## src/rtl/memcs_pkg.sv

```systemverilog
package memcs_pkg;
    localparam int ADDR_W   = 32;
    localparam int CFG_DW   = 8;
    localparam int CFG_AW   = 3;
    localparam int SEG_N    = 15;
    localparam int TOP_W    = 8;
    localparam int HOLE_W   = 8;
    localparam int SEG_IW   = $clog2(SEG_N);

    localparam logic [CFG_AW-1:0] RA_TOP    = 3'd0;
    localparam logic [CFG_AW-1:0] RA_HBASE  = 3'd1;
    localparam logic [CFG_AW-1:0] RA_HSIZE  = 3'd2;
    localparam logic [CFG_AW-1:0] RA_RDLO   = 3'd3;
    localparam logic [CFG_AW-1:0] RA_RDHI   = 3'd4;
    localparam logic [CFG_AW-1:0] RA_WRLO   = 3'd5;
    localparam logic [CFG_AW-1:0] RA_WRHI   = 3'd6;

    typedef struct packed {
        logic              low_en;
        logic              ext_en;
        logic [TOP_W-1:0]  top;
        logic [HOLE_W-1:0] hole_base;
        logic [HOLE_W-1:0] hole_size;
        logic [SEG_N-1:0]  seg_rd;
        logic [SEG_N-1:0]  seg_wr;
    } cfg_t;

    typedef enum logic [1:0] {
        ST_IDLE  = 2'd0,
        ST_CLAIM = 2'd1,
        ST_PASS  = 2'd2
    } st_t;
endpackage

```

## src/rtl/memcs_cfg_regs.sv

```systemverilog
module memcs_cfg_regs
    import memcs_pkg::*;
(
    input  logic              clk,
    input  logic              rst_n,
    input  logic              we,
    input  logic [CFG_AW-1:0] addr,
    input  logic [CFG_DW-1:0] wdata,
    output cfg_t              cfg
);
    logic [CFG_DW-1:0] r_top, r_hbase, r_hsize, r_rdlo, r_rdhi, r_wrlo, r_wrhi;

    always_ff @(posedge clk) begin
        if (!rst_n) begin
            r_top   <= '0;
            r_hbase <= '0;
            r_hsize <= '0;
            r_rdlo  <= '0;
            r_rdhi  <= '0;
            r_wrlo  <= '0;
            r_wrhi  <= '0;
        end else if (we) begin
            unique case (addr)
                RA_TOP:   r_top   <= wdata;
                RA_HBASE: r_hbase <= wdata;
                RA_HSIZE: r_hsize <= wdata;
                RA_RDLO:  r_rdlo  <= wdata;
                RA_RDHI:  r_rdhi  <= wdata;
                RA_WRLO:  r_wrlo  <= wdata;
                RA_WRHI:  r_wrhi  <= wdata;
                default:  ;
            endcase
        end
    end

    always_comb begin
        cfg.top       = r_top;
        cfg.hole_base = r_hbase;
        cfg.hole_size = r_hsize;
        cfg.low_en    = r_rdhi[CFG_DW-1];
        cfg.ext_en    = r_wrhi[CFG_DW-1];
        cfg.seg_rd    = {r_rdhi[CFG_DW-2:0], r_rdlo};
        cfg.seg_wr    = {r_wrhi[CFG_DW-2:0], r_wrlo};
    end


    cfg_hold_chk: assert property (@(posedge clk) disable iff (!rst_n)
        !we |=> $stable(cfg));
endmodule

```

## src/rtl/memcs_range_dec.sv

```systemverilog
module memcs_range_dec
    import memcs_pkg::*;
(
    input  logic [ADDR_W-1:0] addr,
    input  logic              is_write,
    input  cfg_t              cfg,
    output logic              hit
);
    logic              below_cap;
    logic              low_zone, legacy_zone, ext_zone;
    logic [SEG_IW-1:0] seg_idx;
    logic              seg_ok;
    logic              hole_span, hole_hit;
    logic [HOLE_W-1:0] unit64k;
    logic [HOLE_W:0]   hole_end;

    always_comb begin
        below_cap   = (addr[31:29] == 3'b000);
        low_zone    = below_cap && (addr[28:19] == '0);
        legacy_zone = below_cap && (addr[28:20] == '0) && addr[19];
        ext_zone    = below_cap && (addr[28:20] != '0) && (addr[28:21] <= cfg.top);
    end

    always_comb begin
        unique case (addr[18:17])
            2'd0: seg_idx = 4'd0;
            2'd1: seg_idx = 4'd1;
            2'd2: seg_idx = 4'd2 + {1'b0, addr[16:14]};
            default: seg_idx = addr[16] ? 4'd14 : (4'd10 + {2'b00, addr[15:14]});
        endcase
        seg_ok = is_write ? cfg.seg_wr[seg_idx] : cfg.seg_rd[seg_idx];
    end

    always_comb begin
        unit64k   = addr[23:16];
        hole_span = (addr[31:24] == '0) && (addr[23:20] != 4'd0);
        hole_end  = {1'b0, cfg.hole_base} + {1'b0, cfg.hole_size};
        hole_hit  = hole_span && (unit64k >= cfg.hole_base) && ({1'b0, unit64k} < hole_end);
    end

    always_comb begin
        hit = 1'b0;
        if (low_zone)
            hit = cfg.low_en;
        else if (legacy_zone)
            hit = seg_ok;
        else if (ext_zone)
            hit = cfg.ext_en && !hole_hit;
    end
endmodule

```

## src/rtl/memcs_resp_fsm.sv

```systemverilog
module memcs_resp_fsm
    import memcs_pkg::*;
(
    input  logic clk,
    input  logic rst_n,
    input  logic cyc_valid,
    input  logic hit,
    output logic memcs,
    output logic unclaimed
);
    st_t state, state_nx;

    always_comb begin
        if (!cyc_valid)
            state_nx = ST_IDLE;
        else if (hit)
            state_nx = ST_CLAIM;
        else
            state_nx = ST_PASS;
    end

    always_ff @(posedge clk) begin
        if (!rst_n) state <= ST_IDLE;
        else        state <= state_nx;
    end

    always_comb begin
        memcs     = 1'b0;
        unclaimed = 1'b0;
        unique case (state)
            ST_IDLE:  ;
            ST_CLAIM: memcs = 1'b1;
            ST_PASS:  unclaimed = 1'b1;
            default:  ;
        endcase
    end


    out_excl_chk: assert property (@(posedge clk) disable iff (!rst_n)
        !(memcs && unclaimed));

    idle_quiet_chk: assert property (@(posedge clk) disable iff (!rst_n)
        !cyc_valid |=> (!memcs && !unclaimed));

    answer_chk: assert property (@(posedge clk) disable iff (!rst_n)
        cyc_valid |=> (memcs || unclaimed));
endmodule

```

## src/rtl/memcs_decoder.sv

```systemverilog
module memcs_decoder
    import memcs_pkg::*;
(
    input  logic              clk,
    input  logic              rst_n,
    input  logic              cyc_valid,
    input  logic [31:0]       cyc_addr,
    input  logic              cyc_write,
    input  logic              cfg_we,
    input  logic [2:0]        cfg_addr,
    input  logic [7:0]        cfg_wdata,
    output logic              memcs,
    output logic              unclaimed
);
    cfg_t cfg;
    logic hit;

    memcs_cfg_regs u_regs (
        .clk   (clk),
        .rst_n (rst_n),
        .we    (cfg_we),
        .addr  (cfg_addr),
        .wdata (cfg_wdata),
        .cfg   (cfg)
    );

    memcs_range_dec u_dec (
        .addr     (cyc_addr),
        .is_write (cyc_write),
        .cfg      (cfg),
        .hit      (hit)
    );

    memcs_resp_fsm u_fsm (
        .clk       (clk),
        .rst_n     (rst_n),
        .cyc_valid (cyc_valid),
        .hit       (hit),
        .memcs     (memcs),
        .unclaimed (unclaimed)
    );


    high_never_chk: assert property (@(posedge clk) disable iff (!rst_n)
        (cyc_valid && (cyc_addr[31:29] != 3'b000)) |=> !memcs);
endmodule

```

## config.mk

```make
export PLATFORM = sky130hd
export DESIGN_NAME = memcs_decoder
export DESIGN_NICKNAME = d
export VERILOG_FILES = /design/src/rtl/memcs_pkg.sv /design/src/rtl/memcs_cfg_regs.sv /design/src/rtl/memcs_range_dec.sv /design/src/rtl/memcs_resp_fsm.sv /design/src/rtl/memcs_decoder.sv
export SDC_FILE = /design/constraint.sdc
export NUM_CORES = 1
export LEC_CHECK = 0
export ABC_AREA = 0
export BUFFER_PORTS_ARGS = -buffer_cell sky130_fd_sc_hd__buf_2
export CAP_MARGIN = 20
export CORE_MARGIN = 4
export CORE_UTILIZATION = 35
export CTS_CLUSTER_DIAMETER = 100
export DETAILED_ROUTE_END_ITERATION = 7
export MAX_ROUTING_LAYER = met4
export REMOVE_ABC_BUFFERS = 1
export SLEW_MARGIN = 10
export SYNTH_ARGS = -nofsm -noshare
export SYNTH_HDL_FRONTEND = slang
export SYNTH_SLANG_ARGS = --single-unit
```

## constraint.sdc

```tcl
create_clock -name clk -period 3.85 [get_ports clk]
set_clock_uncertainty 0.2 [all_clocks]
set_input_delay 0.385 -clock clk [delete_from_list [all_inputs] [get_ports clk]]
set_output_delay 0.385 -clock clk [all_outputs]
set_load 0.005 [all_outputs]
```

=== After elaboration in Yosys (flattened, before gate mapping) ===
Index checks and enable logic that the tools add are counted.

* Add/sub/neg operators: 3
* Multiply operators: 0
* Divide/modulo/power cells: 0
* $lt $le $gt $ge: 4
* Equality and inequality tests: 10
* Shift-type cells: 0
* Muxes and demuxes: 13
* Bitwise logic cells: 0
* Reductions and logical operators: 26

{| class="wikitable"
|+ Operators by type and width
! cell !! count
|-
| 2-bit AND reduction || 8
|-
| 4-bit one-hot mux with 3 select lines || 1
|-
| 10-bit zero test || 1
|-
| 8-bit by 8-bit adder with 9-bit output || 1
|-
| 3-bit == test, second input constant || 3
|-
| 1-bit logical AND || 9
|-
| 9-bit zero test || 1
|-
| 8-bit by 9-bit less-than comparator with 1-bit output || 1
|-
| 9-bit nonzero test || 1
|-
| 1-bit binary-select mux with 4-bit select || 2
|-
| 8-bit >= comparator || 1
|-
| 8-bit <= comparator || 1
|-
| 8-bit zero test || 1
|-
| 1-bit two-way mux || 8
|-
| 3-bit by 2-bit == test with 1-bit output, second input constant || 2
|-
| 3-bit zero test || 2
|-
| 4-bit by 5-bit less-than comparator with 1-bit output, second input constant || 1
|-
| 2-bit by 3-bit adder with 4-bit output, first input constant || 1
|-
| 4-bit by 2-bit adder with 4-bit output, first input constant || 1
|-
| 2-bit by 1-bit == test with 1-bit output, second input constant || 2
|-
| 2-bit == test, second input constant || 2
|-
| 4-bit two-way mux || 1
|-
| 4-bit nonzero test || 1
|-
| 3-bit by 1-bit == test with 1-bit output, second input constant || 1
|-
| 3 further kinds || 3
|}

* Flip-flop bits (word level): 58
* Bits in latches: 0
* Bits in writable memories: 0
* Bits in read-only memories: 0
* Input port bits: 48
* Output and inout bits: 2
* Memories kept: 0

=== Logic depth before layout (Yosys ltp) ===
Gate-level depths: netlist of the first run.

* Depth after elaboration: 10
* Depth in mapped cells: 15

=== Hierarchy ===
From an unflattened synthesis of the first run, not the netlist that was laid out.

* Cell total of the unflattened synthesis: 384
* Area, all modules: 3515.9 um2

{| class="wikitable"
|+ Modules (own cells, without submodules)
! module !! times used !! cells an instance !! area each (um2) !! sequential area each (um2)
|-
| memcs_cfg_regs || 1 || 197 || 2063.2 || 1121.1
|-
| memcs_range_dec || 1 || 181 || 1382.6 || 0.0
|-
| memcs_resp_fsm || 1 || 6 || 70.1 || 40.0
|}

=== Worst setup path after synthesis of the first run ===
Ideal clock, no wire load.

* Path type: register to register
* From: register u_regs.r_hsize[1]
* To: register u_fsm.state[1]
* Library setup time: 0.116 ns
* Arrival: 2.556 ns
* Required time: 3.534 ns
* Slack: 0.979 ns
* Stages on the path, launching flop included: 15
* Path buffers: 0
* Period minus slack after synthesis: 2.871 ns
* Cell sequence: dfxtp_1 > ha_1 > a21o_1 > a21oi_1 > o21bai_1 > a21oi_1 > o21ai_0 > xnor2_1 > ha_1 > nand3_1 > nor3_1 > o31ai_1 > o2111ai_1 > o211ai_1 > and3b_1

* Longest elaborated chain between the ends: 9

{| class="wikitable"
|+ Ends and longest elaborated chain
! element !! RTL line !! source
|-
| start, declared || memcs_cfg_regs.sv:11 || <nowiki>logic [CFG_DW-1:0] r_top, r_hbase, r_hsize, r_rdlo, r_rdhi, r_wrlo, r_wrhi;</nowiki>
|-
| start signal, assigned || memcs_cfg_regs.sv:26 || <nowiki>RA_HSIZE: r_hsize <= wdata;</nowiki>
|-
| 8-bit by 8-bit adder with 9-bit output || memcs_range_dec.sv:37 || <nowiki>hole_end = {1'b0, cfg.hole_base} + {1'b0, cfg.hole_size};</nowiki>
|-
| 8-bit by 9-bit less-than comparator with 1-bit output || memcs_range_dec.sv:38 || <nowiki>hole_hit = hole_span && (unit64k >= cfg.hole_base) && ({1'b0, unit64k} < hole_end);</nowiki>
|-
| 1-bit logical AND || memcs_range_dec.sv:38 ||
|-
| 1-bit zero test || memcs_range_dec.sv:48 || <nowiki>hit = cfg.ext_en && !hole_hit;</nowiki>
|-
| 1-bit logical AND || memcs_range_dec.sv:48 ||
|-
| 1-bit two-way mux || memcs_range_dec.sv:47 || <nowiki>else if (ext_zone)</nowiki>
|-
| 1-bit two-way mux || memcs_range_dec.sv:45 || <nowiki>else if (legacy_zone)</nowiki>
|-
| 1-bit two-way mux || memcs_range_dec.sv:43 || <nowiki>if (low_zone)</nowiki>
|-
| 2-bit two-way mux || memcs_resp_fsm.sv:16 || <nowiki>else if (hit)</nowiki>
|-
| end signal, assigned || memcs_resp_fsm.sv:24 || <nowiki>else state <= state_nx;</nowiki>
|-
| end, declared || memcs_resp_fsm.sv:11 || <nowiki>st_t state, state_nx;</nowiki>
|}

Every way passes these cells.
A chain may end at the register's enable or synchronous reset.

=== Worst setup path after layout of the first run ===
Same ends and word-level chain as after synthesis.

==> results of run 1 <==
[cell usage after synthesis, types with 2 or more instances]
master / instances / area share
nand2_1: 130 / 0.14
dfxtp_1: 58 / 0.33
a21boi_0: 50 / 0.11
ha_1: 34 / 0.12
inv_1: 24 / 0.025
a21oi_1: 19 / 0.027
nor2_1: 11 / 0.012
nor2b_1: 11 / 0.019
nand3_1: 9 / 0.013
mux2i_1: 8 / 0.023
clkbuf_1: 7 / 0.0074
nand2b_1: 7 / 0.012
o21ai_0: 7 / 0.0099
a21boi_1: 6 / 0.013
a21o_1: 6 / 0.013
nor3_1: 4 / 0.0057
a211oi_1: 3 / 0.0064
nand4_1: 3 / 0.0053
or4_1: 3 / 0.0064
xnor2_1: 3 / 0.0074
a311oi_1: 2 / 0.0050
mux2_2: 2 / 0.0064
o2111ai_1: 2 / 0.0050
o211ai_1: 2 / 0.0042
o21a_1: 2 / 0.0042
o21bai_1: 2 / 0.0042
o221ai_1: 2 / 0.0050
o22ai_1: 2 / 0.0035
o31ai_1: 2 / 0.0042
xor2_1: 2 / 0.0050
[cells by family (layout without fill, tap and decap cells)]
logic type      after synthesis  count (layout)  synth area share
mux                          12              12            0.0372
xor+xnor                      5               5            0.0124
buf+inv                      34              76            0.0396
flops                        58              58             0.328
compound gates              116             116             0.232
simple gates                184             184             0.224
fa+ha+maj                    35              35             0.126
[power by group]
group / total (uW) / internal, uW / switching, uW
Sequential: 620 / 613 / 7.22
Clock: 570 / 334 / 236
Combinational: 180 / 71.8 / 108
[final timing paths]
path	startpoint	endpoint	slack [ns]	depth (start not counted)
setup / recovery	u_regs.r_hsize[1]	u_fsm.state[1]	0.63	14
hold / removal	cyc_valid	u_fsm.state[0]	0.11	3
setup reg to reg	u_regs.r_hsize[1]	u_fsm.state[1]	0.63	14
hold reg to reg	u_regs.r_top[2]	u_regs.r_top[2]	0.25	2
[placed cells by master, fill, tap and decap left out, types with 8 or more instances in the layout]
| cell type | netlist | routed |
|---|---|---|
| mux2i_1 | 8 | 8 |
| nand2_1 | 130 | 130 |
| nor2b_1 | 11 | 11 |
| nand3_1 | 9 | 9 |
| clkbuf_8 | 0 | 11 |
| buf_2 | 1 | 35 |
| dfxtp_1 | 58 | 58 |
| nor2_1 | 11 | 11 |
| inv_1 | 24 | 24 |
| ha_1 | 34 | 34 |
| a21boi_0 | 50 | 50 |
| a21oi_1 | 19 | 19 |
[final cells by class]
cell class | instances | area, um^2 | share of cell area
multi-input combinational | 352 | 2230 | 0.554
clock buffer | 14 | 163 | 0.0403
clock inverter | 2 | 35.0 | 0.00869
tap | 133 | 166 | 0.0413
timing repair buffer | 36 | 183 | 0.0453
inverter | 24 | 90.1 | 0.0223
sequential | 58 | 1160 | 0.288
[metal layers]
| layer | GRT usage | vias to the layer above | wire [um] |
|---|---|---|---|
| met3 | 0.0406 | 9 | 322 |
| met5 | - | - | 0 |
| met4 | 0.0541 | 0 | 151 |
| met2 | 0.266 | 69 | 4090 |
| met1 | 0.236 | 1483 | 4570 |
| li1 | - | 1618 | - |
[through the flow]
stage	utilization	area, um^2	setup WS, ns	hold slack (ns)	cells
2_1_floorplan	-	3490	0.979	0.235	434
5_1_grt	0.411	4030	0.356	0.121	619
3_5_place_dp	0.391	3830	0.633	0.246	603
6_report	0.411	4030	0.629	0.110	619
4_1_cts	0.411	4030	0.613	0.0852	619
3_3_place_gp	0.391	3830	0.712	0.243	603
[registers in the layout, indices dropped and copies added (netlist names)]
signal,flops
u_regs.r_wrlo,8
u_regs.r_hbase,8
u_regs.r_hsize,8
u_regs.r_rdhi,8
u_fsm.state,2
u_regs.r_top,8
u_regs.r_wrhi,8
u_regs.r_rdlo,8
[critical path: stages, from the launching register on]
cell and delay, ns:
dfxtp_1 0.32, ha_1 0.29, a21o_1 0.18, a21oi_1 0.23, o21bai_1 0.09, a21oi_1 0.20, o21ai_0 0.15, xnor2_1 0.14
ha_1 0.29, nand3_1 0.10, nor3_1 0.21, o31ai_1 0.12, o2111ai_1 0.26, o211ai_1 0.14, and3b_1 0.18
==> qor.yml, run 1 <==
clk_latency_ns: 0.34
drive_gt1_frac: 0.111
wire_per_inst_um: 14.8
fp.dieH_um: 109
dpl.hpwl_um: 6830
overflow: 0
core-area_um2: 9820
dr.pass1.iters: 6
hold_path.class: "primary input to flip-flop"
synth_ff_type: "dfxtp_1"
yosys.cell_types.count: 51
via_per_inst: 5.14
cp_data_arrival_time_ns: 3.25
power_uw: 1370
final.setup.tns_ns: 0
tightest_slew_ns: 1.03
period_share: 0.837
num_antenna_cells: 0
synth_cells: 444
cts_tree: "yes"
yosysWarnings: 0
syn_area_per_cell_um2: 7.96
grt_pass1_vias: 3150
n_fill_cell: 1044
antenna_left: 0
path_max_fanout: 3
row_count: 36
vias: 3179
cp.required_ns: 3.88
syn-cell-area_um2: 3540
finalHoldViolations: 0
antenna_found_initial: 0
cts_made_buffers: 9
maxCapViolCount: 0
die_area_um2: 11800
synth_seq_cells: 58
crit_path_start_kind: "flip-flop"
cts-root-buf: "clkbuf_8"
end_kind: "flip-flop"
port_buffers: 35
run_status: "finished, final reports clean"
slew_headroom: 0.310
power.leakage_uw: 0.00151
fin_crit_ns: 3.22
slew_violations: 0
nets: 564
setup_violations: 0
clock-sinks: 58
grt_max_degree: 59
die_w_um: 109
post_cts_buffers: 0
cts_buffer_depth: 2
ctsHoldBuffers: 0
fmax_mhz: 310
initial_core_util: 0.360
area_growth_pct: 14.0
wl_um: 9130
power_density_nw_per_um2: 340
rsz0062_at_grt: "false"
cts.htree.levels: 3
cts_resized: 0
critical_path_class: "flip-flop to flip-flop"
vdd_ir_drop_max_v: 0.000137
dr.first_iter.drc_count: 139
synth_enable_flop_cells: 0
yosysSeqAreaShare: 0.328
async_flop_share: 0
clk_pin_slew_ns: 0.07
drc: 0
grt_usage: 0.176
gp_congestion: 0.863
grt_first_pass_wirelength_um: 15500
ios: 50
Note: power is estimated with default switching activity, not from simulation.
==> run 2: changes to the inputs <==
clock period = 3.2 ns   (was 3.85 ns; I/O delays follow)
==> qor.yml, run 2 (synthesized netlist as in run 1, its figures left out) <==
hold_end: "u_fsm.state[0]"
rsz0062_at_grt: "true"
fp.dieH_um: 109  # unchanged
run_status: "finished, final reports clean"
multi_input_area_um2: 2310  # +3.2%
setup_violations: 0  # unchanged
finalHoldViolations: 0  # unchanged
cts_made_buffers: 9  # unchanged
die_area_um2: 11800  # unchanged
via_per_inst: 5.07  # -1.2%
whs_path_depth: 3  # unchanged
fin_crit_ns: 3.09  # -0.135 ns
ctsHoldBuffers: 0  # unchanged
hold_path.class: "primary input to flip-flop"
slowest_stage: "dfxtp_2"
dpl.hpwl_um: 6840  # +0.11%
antenna_left: 0  # unchanged
period_share: 0.965  # +0.128
drc: 0  # unchanged
dr.first_iter.drc_count: 168  # +21%
final_common_cell: "nand2_1"
cp_data_arrival_time_ns: 3.17  # -0.08 ns
power_uw: 1550  # +13%
cp_cell_sequence: "ha_4, inv_2, fa_2, nor2b_2, o31a_1, o21ai_2, nand2_1, xnor2_1, ha_1, a21oi_2, o22ai_2, o31ai_2, o2111ai_2, o211ai_1, and3b_1"
cts_tree: "yes"
initial_core_util: 0.360  # unchanged
critical_path_class: "flip-flop to flip-flop"
ios: 50  # unchanged
vias: 3175  # -0.13%
cts.htree.levels: 3  # unchanged
maxCapViolCount: 0  # unchanged
cts_buffer_depth: 2  # unchanged
num_antenna_cells: 0  # unchanged
r2r_start: "u_regs.r_hbase[0]"
n_fill_cell: 1064  # +1.9%
clock-sinks: 58  # unchanged
core-area_um2: 9820  # unchanged
overflow: 0  # unchanged
cts-root-buf: "clkbuf_8"
port_buffers: 35  # unchanged
grt_pass1_vias: 3175  # +0.79%
hp-start: "cyc_valid"
fmax_mhz: 324  # +4.4%
ff2ff_path_depth: 15  # +1
slew_headroom: 0.361  # +0.0508
grt_first_pass_wirelength_um: 15400  # -0.45%
wl_um: 9180  # +0.56%
clk_pin_slew_ns: 0.07  # about the same
clk_latency_ns: 0.33  # about the same
vdd_ir_drop_max_v: 0.000178  # +30%
cpPeakStageDelay_ns: 0.34  # +0.02 ns
power.leakage_uw: 0.00153  # +1.5%
gp_congestion: 0.884  # +2.5%
layout_common_cells: "130 x nand2_1, 56 x dfxtp_1, 50 x a21boi_0"
row_count: 36  # unchanged
finalWorstSetupSlack_ns: 0.113  # -0.515 ns
grt_max_degree: 59  # unchanged
path_max_fanout: 3  # unchanged
grt_usage: 0.173  # -0.00323
crit_path_start_kind: "flip-flop"
place_ws_ns: 0.0446  # -0.588 ns
seq_area_um2: 1160  # +0.22%
drive_gt1_frac: 0.156  # +0.0451
cp.required_ns: 3.28  # -0.60 ns
tightest_slew_ns: 0.952  # -0.0756 ns
antenna_found_initial: 0  # unchanged
area_growth_pct: 16.7
power_density_nw_per_um2: 377  # +11%
wire_per_inst_um: 14.7  # -0.57%
rr_endpoint: "u_fsm.state[1]"
nets: 571  # +1.2%
slew_violations: 0  # unchanged
end_kind: "flip-flop"
dr.pass1.iters: 4  # -2
reg2reg_slack_ns: 0.11  # -0.52 ns
die_w_um: 109  # unchanged
## run 2: cell count changes in the layout (fill, tap and decap cells not counted), moves of 2 or more
cell | before | now
dfxtp_1 | 58 | 56
dfxtp_2 | 0 | 2
a21oi_2 | 0 | 3
ha_1 | 34 | 32
a21oi_1 | 19 | 16
clkinv_2 | 1 | 3
buf_4 | 1 | 8
ha_4 | 0 | 2
## run 2: repair_timing
action,in CTS,in global routing
resized for setup,0,18
setup buffers,0,3
endpoints found under the setup margin,0,2
## run 2: worst max path at each step
stage | slack [ns] | endpoint | from
5_1_grt | -0.03 | u_fsm.state[1] | u_regs.r_hbase[0]
3_5_place_dp | 0.04 | u_fsm.state[1] | u_regs.r_hbase[0]
4_1_cts | 0.04 | u_fsm.state[1] | u_regs.r_hbase[0]
6_report | 0.11 | u_fsm.state[1] | u_regs.r_hbase[0]
3_3_place_gp | 0.12 | u_fsm.state[1] | u_regs.r_hsize[1]
2_1_floorplan | 0.33 | u_fsm.state[1] | u_regs.r_hsize[1]
## run 2: cell type report
| cell class | instances | area share |
|---|---|---|
| clock inverter | 3 | 0.00364 |
| timing repair buffer | 43 | 0.0570 |
| inverter | 24 | 0.0218 |
| tap | 133 | 0.0403 |
| clock buffer | 13 | 0.0361 |
| multi-input combinational | 352 | 0.559 |
| sequential | 58 | 0.282 |
## run 2: power by group
part	total, uW	switching (uW)	internal, uW	leakage (uW)
combinational	224	133	91.6	0.000977
clock	583	284	299	0.0000872
sequential	746	8.88	738	0.000470
## run 2: critical path, delay by kind of cell, from the launching register on
| family | cells | cell delay, ns |
|---|---|---|
| AOI/OAI and AO/OA | 7 | 1.29 |
| xor gates and xnor gates | 1 | 0.13 |
| adders and majority gates | 3 | 0.71 |
| buffers and inverters | 1 | 0.05 |
| DFF | 1 | 0.34 |
| and+or+nand+nor | 3 | 0.31 |
## run 2: stage by stage
stage,cells,instance area [um^2],TNS (ns),util,hold WS (ns)
after floorplan,434,3490,0,-,0.235
after global placement,607,3860,0,0.394,0.245
after detailed placement,607,3860,0,0.394,0.247
after CTS,623,4030,0,0.410,0.0261
after global routing,626,4130,-0.0312,0.420,0.0259
final,626,4130,0,0.420,0.0474
## run 2: per-layer routing
metal,vias up,wire length (um),global-route usage
met5,-,0,-
met4,0,250,0.0748
met3,21,375,0.0227
met2,64,4110,0.263
met1,1462,4450,0.231
li1,1628,-,-
